`src/rtl/spm_pkg.sv`:
```
package spm_pkg;
   // index width for a count of n items, never below one bit
   function automatic int idx_w(input int n);
      return (n > 1) ? $clog2(n) : 1;
   endfunction

   function automatic bit is_pow2(input int n);
      return (n > 0) && ((n & (n - 1)) == 0);
   endfunction
endpackage

```
`src/rtl/spm_addr_dec.sv`:
```
module spm_addr_dec #(
   parameter int          ADDR_W     = 16,
   parameter int          N_BANKS    = 4,
   parameter int          BANK_WORDS = 16,
   parameter int          OFF_W      = 2,
   parameter int unsigned LOCAL_BASE = 'h1000,
   localparam int         BKW        = $clog2(N_BANKS),
   localparam int         RW         = spm_pkg::idx_w(BANK_WORDS)
) (
   input  logic [ADDR_W-1:0] addr,
   output logic              is_local,
   output logic [BKW-1:0]    bank,
   output logic [RW-1:0]     row
);
   localparam longint SPAN = longint'(N_BANKS) * BANK_WORDS * (2 ** OFF_W);

   logic [ADDR_W:0] off;

   always_comb begin
      off      = {1'b0, addr} - {1'b0, ADDR_W'(LOCAL_BASE)};
      is_local = !off[ADDR_W] && (off < (ADDR_W+1)'(SPAN));
      bank     = off[OFF_W +: BKW];
      row      = off[OFF_W + BKW +: RW];
   end
endmodule

```
`src/rtl/spm_rr_arb.sv`:
```
module spm_rr_arb #(
   parameter  int N  = 4,
   localparam int PW = spm_pkg::idx_w(N)
) (
   input  logic          clk,
   input  logic          rst_n,
   input  logic [N-1:0]  req,
   input  logic          adv,
   output logic          win_v,
   output logic [PW-1:0] win_idx
);
   logic [PW-1:0] ptr;
   logic [PW:0]   cand;

   always_comb begin
      win_v   = 1'b0;
      win_idx = '0;
      cand    = '0;
      for (int i = 0; i < N; i++) begin
         cand = {1'b0, ptr} + (PW+1)'(i);
         if (cand >= (PW+1)'(N)) cand = cand - (PW+1)'(N);
         if (!win_v && req[cand[PW-1:0]]) begin
            win_v   = 1'b1;
            win_idx = cand[PW-1:0];
         end
      end
   end

   always_ff @(posedge clk or negedge rst_n) begin
      if (!rst_n)             ptr <= '0;
      else if (adv && win_v)  ptr <= (win_idx == PW'(N - 1)) ? '0 : win_idx + 1'b1;
   end
endmodule

```
`src/rtl/spm_bank.sv`:
```
module spm_bank #(
   parameter  int DATA_W = 32,
   parameter  int DEPTH  = 16,
   localparam int RW     = spm_pkg::idx_w(DEPTH)
) (
   input  logic              clk,
   input  logic              en,
   input  logic              we,
   input  logic [RW-1:0]     row,
   input  logic [DATA_W-1:0] wdata,
   output logic [DATA_W-1:0] rdata
);
   logic [DATA_W-1:0] mem [DEPTH];

   always_ff @(posedge clk) begin
      if (en) begin
         if (we) mem[row] <= wdata;
         else    rdata    <= mem[row];
      end
   end
endmodule

```
`src/rtl/spm_xbar.sv`:
```
module spm_xbar #(
   parameter  int          N_PORTS    = 4,
   parameter  int          N_BANKS    = 4,
   parameter  int          BANK_WORDS = 16,
   parameter  int          ADDR_W     = 16,
   parameter  int          DATA_W     = 32,
   parameter  int unsigned LOCAL_BASE = 'h1000,
   localparam int          PW         = spm_pkg::idx_w(N_PORTS)
) (
   input  logic                        clk,
   input  logic                        rst_n,
   input  logic [N_PORTS-1:0]          req,
   input  logic [N_PORTS-1:0]          we,
   input  logic [N_PORTS*ADDR_W-1:0]   addr,
   input  logic [N_PORTS*DATA_W-1:0]   wdata,
   output logic [N_PORTS-1:0]          gnt,
   output logic [N_PORTS-1:0]          resp_valid,
   output logic [N_PORTS*DATA_W-1:0]   resp_rdata,
   output logic                        ext_req,
   output logic [PW-1:0]               ext_port,
   output logic                        ext_we,
   output logic [ADDR_W-1:0]           ext_addr,
   output logic [DATA_W-1:0]           ext_wdata,
   input  logic                        ext_gnt
);
   localparam int OFF_W = $clog2(DATA_W / 8);
   localparam int BKW   = $clog2(N_BANKS);
   localparam int RW    = spm_pkg::idx_w(BANK_WORDS);

   // elaboration-time parameter checks
   if (!spm_pkg::is_pow2(N_BANKS) || N_BANKS < 2) begin : g_bad_banks
      $error("N_BANKS must be a power of two of at least 2");
   end
   if (N_PORTS < 2) begin : g_bad_ports
      $error("N_PORTS must be at least 2");
   end
   if (!spm_pkg::is_pow2(DATA_W / 8) || (DATA_W % 8) != 0) begin : g_bad_width
      $error("DATA_W must be a power-of-two number of bytes");
   end
   if ((LOCAL_BASE % (DATA_W / 8)) != 0) begin : g_bad_base
      $error("LOCAL_BASE must be word aligned");
   end

   logic [ADDR_W-1:0]  addr_a  [N_PORTS];
   logic [DATA_W-1:0]  wdata_a [N_PORTS];
   logic [BKW-1:0]     bank_a  [N_PORTS];
   logic [RW-1:0]      row_a   [N_PORTS];
   logic [N_PORTS-1:0] loc_vec;

   // address decode per port
   for (genvar p = 0; p < N_PORTS; p++) begin : g_dec
      assign addr_a[p]  = addr[p*ADDR_W +: ADDR_W];
      assign wdata_a[p] = wdata[p*DATA_W +: DATA_W];
      spm_addr_dec #(
         .ADDR_W(ADDR_W), .N_BANKS(N_BANKS), .BANK_WORDS(BANK_WORDS),
         .OFF_W(OFF_W), .LOCAL_BASE(LOCAL_BASE)
      ) u_dec (
         .addr(addr_a[p]), .is_local(loc_vec[p]), .bank(bank_a[p]), .row(row_a[p])
      );
   end

   // per-bank request collection, arbitration and storage
   logic [N_BANKS*N_PORTS-1:0] bank_req;
   logic                       bwin_v   [N_BANKS];
   logic [PW-1:0]              bwin_idx [N_BANKS];
   logic [DATA_W-1:0]          bank_rd  [N_BANKS];

   for (genvar t = 0; t < N_BANKS; t++) begin : g_bank
      logic [N_PORTS-1:0] treq;
      always_comb begin
         for (int p = 0; p < N_PORTS; p++)
            treq[p] = req[p] && loc_vec[p] && (bank_a[p] == BKW'(t));
      end
      assign bank_req[t*N_PORTS +: N_PORTS] = treq;

      spm_rr_arb #(.N(N_PORTS)) u_arb (
         .clk(clk), .rst_n(rst_n), .req(treq), .adv(1'b1),
         .win_v(bwin_v[t]), .win_idx(bwin_idx[t])
      );

      spm_bank #(.DATA_W(DATA_W), .DEPTH(BANK_WORDS)) u_bank (
         .clk(clk), .en(bwin_v[t]), .we(we[bwin_idx[t]]),
         .row(row_a[bwin_idx[t]]), .wdata(wdata_a[bwin_idx[t]]),
         .rdata(bank_rd[t])
      );
   end

   // external pass-through
   logic [N_PORTS-1:0] ext_cand;
   logic               ewin_v;
   logic [PW-1:0]      ewin_idx;

   assign ext_cand = req & ~loc_vec;

   spm_rr_arb #(.N(N_PORTS)) u_ext_arb (
      .clk(clk), .rst_n(rst_n), .req(ext_cand), .adv(ext_gnt),
      .win_v(ewin_v), .win_idx(ewin_idx)
   );

   assign ext_req   = ewin_v;
   assign ext_port  = ewin_idx;
   assign ext_we    = we[ewin_idx];
   assign ext_addr  = addr_a[ewin_idx];
   assign ext_wdata = wdata_a[ewin_idx];

   // grant return with same-word read merging
   always_comb begin
      for (int p = 0; p < N_PORTS; p++) begin
         logic [PW-1:0] w;
         w = bwin_idx[bank_a[p]];
         if (loc_vec[p])
            gnt[p] = req[p] && bwin_v[bank_a[p]] &&
                     ((w == PW'(p)) || (!we[w] && !we[p] && (row_a[p] == row_a[w])));
         else
            gnt[p] = req[p] && ewin_v && (ewin_idx == PW'(p)) && ext_gnt;
      end
   end

   // two-stage response path
   logic [N_PORTS-1:0] s1_v;
   logic [N_PORTS-1:0] s1_rd;
   logic [BKW-1:0]     s1_bank [N_PORTS];

   always_ff @(posedge clk or negedge rst_n) begin
      if (!rst_n) begin
         s1_v       <= '0;
         s1_rd      <= '0;
         resp_valid <= '0;
         resp_rdata <= '0;
         for (int p = 0; p < N_PORTS; p++) s1_bank[p] <= '0;
      end else begin
         s1_v       <= gnt & loc_vec;
         s1_rd      <= ~we;
         resp_valid <= s1_v;
         for (int p = 0; p < N_PORTS; p++) begin
            s1_bank[p] <= bank_a[p];
            resp_rdata[p*DATA_W +: DATA_W] <= (s1_v[p] && s1_rd[p]) ? bank_rd[s1_bank[p]] : '0;
         end
      end
   end
endmodule

```
`config.mk`:
```
export PLATFORM = sky130hd
export DESIGN_NAME = spm_xbar
export DESIGN_NICKNAME = d
export VERILOG_FILES = /design/src/rtl/spm_pkg.sv /design/src/rtl/spm_addr_dec.sv /design/src/rtl/spm_rr_arb.sv /design/src/rtl/spm_bank.sv /design/src/rtl/spm_xbar.sv
export SDC_FILE = /design/constraint.sdc
export NUM_CORES = 2
export LEC_CHECK = 0
export CORE_MARGIN = 4
export CORE_UTILIZATION = 60
export CTS_CLUSTER_DIAMETER = 60
export DETAILED_ROUTE_END_ITERATION = 12
export PLACE_DENSITY = 0.79
export RECOVER_POWER = 25
export SYNTH_ARGS = -nofsm -noshare
export SYNTH_HDL_FRONTEND = slang
export SYNTH_SLANG_ARGS = --single-unit
```
`constraint.sdc`:
```
create_clock -name clk -period 5.8 [get_ports clk]
set_input_delay 0.58 -clock clk [delete_from_list [all_inputs] [get_ports clk]]
set_output_delay 0.58 -clock clk [all_outputs]
set_load 0.02 [all_outputs]
```
* Yosys cells after proc, flatten, opt, wreduce, memory -nomap -nowiden
Memories as Yosys holds them, arrays and structs flattened. A register that Yosys moved wholly into a read port is not among the register bits.
Cells that the tools add are included.
** Operators by class
- Add/sub/neg operators :: 44
- Order comparisons :: 70
- Equality and inequality tests :: 26
- Mux-type cells :: 221
- Bitwise operators :: 25
- Reductions and logical operators :: 113
** Operator list (number)
- $mux W32 :: 22
- $bmux W32 S2 :: 9
- $mux W2 :: 53
- $ge A3 B3 Y1 const B :: 32
- $lt A2 B3 Y1 const B :: 29
- $mux W1 :: 73
- $logic_and A1 B1 Y1 :: 72
- $lt A17 B9 Y1 const B :: 4
- $sub A16 B13 Y17 const B :: 4
- $bmux W1 S2 :: 33
- $bmux W4 S2 :: 8
- $mux W4 :: 16
- $not A2 Y3 :: 17
- $sub A2 B1 Y2 const B :: 20
- $bmux W16 S2 :: 1
- $eq A2 B2 Y1 const B :: 16
- $mux W16 :: 2
- $add A2 B2 Y3 const B :: 10
- $logic_not A1 Y1 :: 27
- $bmux W2 S2 :: 4
- $eq A4 B4 Y1 :: 4
- $add A2 B1 Y3 const B :: 5
- $ge A2 B3 Y1 const B :: 5
- $eq A2 B1 Y1 const B :: 6
- other kinds (7) :: 27
** Word-level totals
- Bits in registers :: 158
- RAM bits :: 2048
- Input bits :: 203
- Output and inout port bits :: 188
- Word-level logic and storage cells :: 516
- Memories :: 4
** Memory list
- g_bank[0].u_bank.mem :: depth 16, bits a word 32, rd ports 1, clocked after memory_dff 1, wr ports 1, line spm_bank.sv:13 : logic [DATA_W-1:0] mem [DEPTH];
- g_bank[1].u_bank.mem :: depth 16, bits a word 32, rd ports 1, clocked after memory_dff 1, wr ports 1, line spm_bank.sv:13
- g_bank[2].u_bank.mem :: depth 16, bits a word 32, rd ports 1, clocked after memory_dff 1, wr ports 1, line spm_bank.sv:13
- g_bank[3].u_bank.mem :: depth 16, bits a word 32, rd ports 1, clocked after memory_dff 1, wr ports 1, line spm_bank.sv:13

* Depth between registers and ports, before layout
- Depth in word-level cells :: 30
- Mapped depth :: 17
- Mapped depth without buffers :: 13

* By module
From an unflattened synthesis, not the netlist that was laid out.
** Second synthesis, totals
- Cells, all modules :: 4417
- Area total of the unflattened synthesis :: 95853.2 um2
** Modules (own cells, without submodules)
- spm_bank at g_bank[0].u_bank ... :: instances 3, cells each 844, area each 20216.9 um2, sequential area each 16335.7 um2
- spm_bank at g_bank[1].u_bank :: instances 1, cells each 844, area each 20215.6 um2, sequential area each 16335.7 um2
- spm_xbar :: instances 1, cells each 888, area each 13745.7 um2, sequential area each 3703.6 um2
- spm_rr_arb at g_bank[0].u_arb ... :: instances 4, cells each 20, area each 163.9 um2, sequential area each 50.0 um2
- spm_addr_dec :: instances 4, cells each 13, area each 101.3 um2, sequential area each 0.0 um2
- spm_rr_arb at u_ext_arb :: instances 1, cells each 21, area each 180.2 um2, sequential area each 50.0 um2

* Least setup slack after synthesis
OpenSTA, ideal clock, no wires.
- Kind :: input -> register
- Start :: input port addr[60]
- End :: memory g_bank[2].u_bank.mem[0][0] (enable)
- Library setup time :: 0.421 ns
- Data arrival time :: 4.893 ns
- Required time :: 5.379 ns
- Slack :: 0.486 ns
- Stages :: 13
- Path buffers :: 3
- Cells stage by stage :: inv_1 ha_1 nor3b_1 and4_1 a21oi_1 a311oi_4 mux2i_1 mux2i_4 buf_4 buf_4 buf_2 or3_1 nor2_1
** Between the ends
- Cells in the longest elaborated chain, start to end :: 22
- Elaborated cells between the ends (all ways) :: 37
- Those cells by class :: add/sub (1); order compare (1); mux (24); bitwise (1); reduce/logical (10)
** Ends and longest elaborated chain
- start, declared :: line spm_xbar.sv:14 : input logic [N_PORTS*ADDR_W-1:0] addr,
- $sub A16 B13 Y17 * :: line spm_addr_dec.sv:20 : off = {1'b0, addr} - {1'b0, ADDR_W'(LOCAL_BASE)};
- $lt A17 B9 Y1 / $logic_not A1 Y1 (equally long branches) :: line spm_addr_dec.sv:21 : is_local = !off[ADDR_W] && (off < (ADDR_W+1)'(SPAN));
- $logic_and A1 B1 Y1 * :: line spm_addr_dec.sv:21
- $logic_and A1 B1 Y1 * (2 in a row) :: line spm_xbar.sv:72 : treq[p] = req[p] && loc_vec[p] && (bank_a[p] == BKW'(t));
- $bmux W1 S2 :: line spm_rr_arb.sv:22 : if (!win_v && req[cand[PW-1:0]]) begin
- $mux W1 (not written as such) :: line spm_rr_arb.sv:22
- $mux W1 :: line spm_rr_arb.sv:22
- $logic_not A1 Y1 :: line spm_rr_arb.sv:22
- [... 5 more ...]
- $logic_not A1 Y1 :: line spm_rr_arb.sv:22
- $logic_and A1 B1 Y1 :: line spm_rr_arb.sv:22
- $mux W2 :: line spm_rr_arb.sv:22
- $bmux W1 S2 :: line spm_xbar.sv:82 : .clk(clk), .en(bwin_v[t]), .we(we[bwin_idx[t]]),
- $mux W1 (not written as such) :: line spm_xbar.sv:82
- $mux W1 :: line spm_bank.sv:17 : if (we) mem[row] <= wdata;
- $mux W1 :: line spm_bank.sv:16 : if (en) begin
- $mux W1 (not written as such) :: line spm_bank.sv:17
- end, declared :: line spm_bank.sv:13
Every way passes the cells marked *; elsewhere a longest branch is shown, timed or not. The select of a mux whose other input is x is not followed.

* Worst setup path in the final report
- Start :: input port addr[60]
- End :: output port gnt[2]
** Between the ends
- Cells in the longest elaborated chain, start to end :: 29
- Elaborated cells between the ends (all ways) :: 146
- Those cells by class :: add/sub (1); order compare (1); eq/ne (3); mux (92); bitwise (3); reduce/logical (46)
** Ends and longest elaborated chain
- $sub A16 B13 Y17 * :: line spm_addr_dec.sv:20
- $lt A17 B9 Y1 / $logic_not A1 Y1 (equally long branches) :: line spm_addr_dec.sv:21
- $logic_and A1 B1 Y1 * :: line spm_addr_dec.sv:21
- $logic_and A1 B1 Y1 (2 in a row) :: line spm_xbar.sv:72
- $bmux W1 S2 :: line spm_rr_arb.sv:22
- $mux W1 (not written as such) :: line spm_rr_arb.sv:22
- $mux W1 :: line spm_rr_arb.sv:22
- $logic_not A1 Y1 :: line spm_rr_arb.sv:22
- [... 11 more ...]
- $not A2 Y3 (not written as such) :: line spm_xbar.sv:113 : ((w == PW'(p)) || (!we[w] && !we[p] && (row_a[p] == row_a[w])));
- $bmux W4 S2 :: line spm_xbar.sv:113
- $mux W4 (not written as such) (2 in a row) :: line spm_xbar.sv:113
- $eq A4 B4 Y1 :: line spm_xbar.sv:113
- $logic_and A1 B1 Y1 :: line spm_xbar.sv:113
- $logic_or A1 B1 Y1 :: line spm_xbar.sv:113
- $logic_and A1 B1 Y1 :: line spm_xbar.sv:112 : gnt[p] = req[p] && bwin_v[bank_a[p]] &&
- $mux W1 * :: line spm_xbar.sv:111 : if (loc_vec[p])
- end, declared :: line spm_xbar.sv:16 : output logic [N_PORTS-1:0] gnt,
Marked as above.

==> impl_metrics.json <==
{
  "crit_required_ns": 5.22,
  "syn_to_final_growth_pct": 17.0,
  "clock_latency_ns": 0.89,
  "fin_nets": 7436,
  "synth_seq_cells": 2334,
  "p_leak_nw": 44.4,
  "crit_arrival_ns": 5.08,
  "yosysWarnings": 0,
  "whs_ns": 0.240,
  "syn_area_per_cell_um2": 15.7,
  "tns_ns": 0,
  "ant_nets": 0,
  "avgRoutedWirePerCell_um": 32.4,
  "r2r-start": "g_bank[2].u_arb.ptr[1]",
  "async_flop_share_pct": 6.77,
  "cts_buffers": 220,
  "synth_top_flop_cell": "edfxtp_1",
  "vdd_drop_max_uv": 366,
  "end_kind": "primary output",
  "synth.net_count": 6762,
  "dieArea_mm2": 0.178,
  "power_density_mw_per_mm2": 304,
  "cp-startpoint": "addr[60]",
  "grt_start_max_net_pins": 149,
  "gp_congestion": 1.01,
  "drc": 0,
  "grt_setup_unrepaired": "false",
  "grt_pass1_vias": 62400,
  "track_usage_pct": 34.6,
  "vias_per_cell": 6.57,
  "core_area_mm2": 0.170,
  "run_status": "complete, but fails checks",
  "max_cap_violations": 13,
  "cts.reportedPaths.clkPinSlew_ns": 0.07,
  "drtPass1Iterations": 6,
  "fillers": 10600,
  "rows": 151,
  "post-dp-hpwl_um": 207000,
  "drive_above_1_share_pct": 16.0,
  "path_class": "in2out",
  "synth_area_mm2": 0.103,
  "drtIter0Drc": 8074,
  "power.total_mw": 36.6,
  "ys_seq_area_share_pct": 67.3,
  "finalClockSkew_ns": 0.0800,
  "synth-edff-count": 2176,
  "start_util_pct": 60.6,
  "setup_viol": 0,
  "grt_pass1_wl_um": 442000,
  "yosysUniqueCellTypes": 85,
  "hp-class": "in2async",
  "htree_num_levels": 4,
  "die_height_um": 422,
  "num_vias": 63300,
  "synth_mux_area_share_pct": 19.5,
  "r2r_cells": 8,
  "cts_tree": "done",
  "period_minus_slack_ns": 5.66,
  "worstPathMaxFanout": 7,
  "r2r_end": "g_bank[2].u_bank.mem[2][21]",
  "failed_checks": "capacitance limit, slew limit",
  "antenna_found_initial": 19,
  "die_x_um": 422,
  "synth_compound_area_share_pct": 4.70,
  "yosys.area_share.simple_pct": 6.04,
  "cts_sinks": 2334,
  "portBuffers": 390,
  "slew_viol_final": 412,
  "cts.path.max_buffers": 3,
  "synth-xor-area-share_pct": 0.179,
  "cp-start-kind": "primary input",
  "syn-instance-count": 6551,
  "clock.fmax_mhz": 177,
  "grt_remaining_overflow": 0,
  "io_pins": 391,
  "synth_top_family_by_area": "multiplexers",
  "finalHoldViolations": 0,
  "worst_slew_pin_slew_ns": 3.73,
  "crit_end": "gnt[2]",
  "maxSlewHeadroom_pct": -149,
  "routed_wl_um": 313000,
  "fin_crit_sh_pct": 97.5,
  "synth_fa_ha_area_share_pct": 0.0973,
  "rrSetupSlack_ns": 0.98,
  "cts_root_buf": "clkbuf_16"
}
Yosys cell counts, drive strengths merged, types with 158 or more instances:
library cell | number | area (um^2)
nor2 | 159 | 602
a211oi | 306 | 2300
mux2 | 166 | 1870
and3 | 248 | 1550
buf | 242 | 1350
nand2 | 370 | 1390
dfrtp | 158 | 3950
edfxtp | 2176 | 65300
clkbuf | 203 | 763
a21oi | 176 | 896
nor2b | 176 | 1100
mux2i | 1515 | 15200
critical path, stage by stage:
cell	delay, ns
clkdlybuf4s50_1	0.63
inv_1	0.09
ha_1	0.28
nor3b_1	0.26
buf_4	0.20
and4_1	0.28
nand2_1	0.17
o2bb2ai_2	0.23
clkbuf_1	0.17
nor2_1	0.36
buf_4	0.22
mux4_2	0.32
o211a_1	0.18
a21oi_1	0.08
or4_1	0.54
o211ai_1	0.12
buf_4	0.20
buf_4	0.15
metrics by stage:
step	cell area [um^2]	worst slack [ns]	std cells	util (%)
after floorplan	103000	0.486	6551	-
after global placement	113000	0.0372	9220	66.7
after detailed placement	113000	0.00279	9220	66.7
after CTS	121000	0.0192	9638	71.0
after global routing	120000	0.0130	9642	70.9
final	120000	0.143	9648	70.9
worst min-delay path by stage:
stage	to	slack (ns)	cells past startpoint
detailed placement	resp_rdata[44]	0.40	1
floorplan	g_bank[0].u_arb.ptr[0]	0.28	0
global route	resp_rdata[121]	0.29	2
global placement	resp_rdata[44]	0.39	1
finish	resp_rdata[25]	0.24	2
CTS	resp_rdata[25]	0.03	2
placed cells by master (no fill, tap or decap), types with 27 or more instances in the layout:
master,n
a211oi_1,306
buf_4,322
o22ai_1,70
dlygate4sd3_1,140
nor2b_1,176
a31oi_1,52
clkinv_1,46
or3_1,68
mux2_2,166
and3_1,248
a21oi_1,167
mux2i_1,1509
nor2_4,68
dfrtp_1,150
clkdlybuf4s50_1,247
o21ai_0,27
nand2_1,367
mux4_2,132
buf_12,108
clkbuf_1,127
clkbuf_16,223
inv_1,28
nor2_1,91
edfxtp_1,2176
clkinv_2,33
power breakdown:
| part | switching, mW | leakage (nW) | internal [mW] | total, mW |
|---|---|---|---|---|
| clock | 6.27 | 3.53 | 8.11 | 14.4 |
| combinational | 2.29 | 19.2 | 1.47 | 3.76 |
| sequential | 0.0708 | 21.7 | 18.4 | 18.5 |
routing by layer:
layer	global-route usage (%)	wire length, um	up-vias
met5	0	83	-
met4	19.7	21100	12
met3	7.35	28700	846
met2	55.6	148000	3381
met1	44.2	114000	32100
li1	-	-	27000
cell type report:
class / instances / area [um^2] / share of cell area [%]
inverters: 31 / 119 / 0.0987
multi-input cells: 3741 / 32100 / 26.7
flip-flops and latches: 2334 / 69300 / 57.6
clock inverters: 135 / 1430 / 1.18
well taps: 2218 / 2780 / 2.31
diodes: 10 / 25.0 / 0.0208
clock buffers: 282 / 5870 / 4.88
repair buffers: 897 / 8780 / 7.29
sequential cells by signal, indices dropped and copies added, names as in the netlist:
signal	count
g_bank.u_arb.ptr	8
u_ext_arb.ptr	2
s1_bank	8
g_bank.u_bank.rdata	128
g_bank.u_bank.mem	2048
s1_v	4
resp_rdata	128
resp_valid	4
s1_rd	4
cells by family after synthesis:
kind of cell,Yosys count
compound gates,718
xor+xnor,21
fa+ha+maj,8
buf+inv,476
flops,2334
mux,1813
simple gates,1181
timing repair:
item / CTS / global route
gates resized for setup: 0 / 8
setup endpoints to repair: 0 / 4
endpoints found under the hold margin: 70 / 0
setup buffers: 0 / 0
hold buffers: 1 / 0
(Power assumes the default switching activity.)
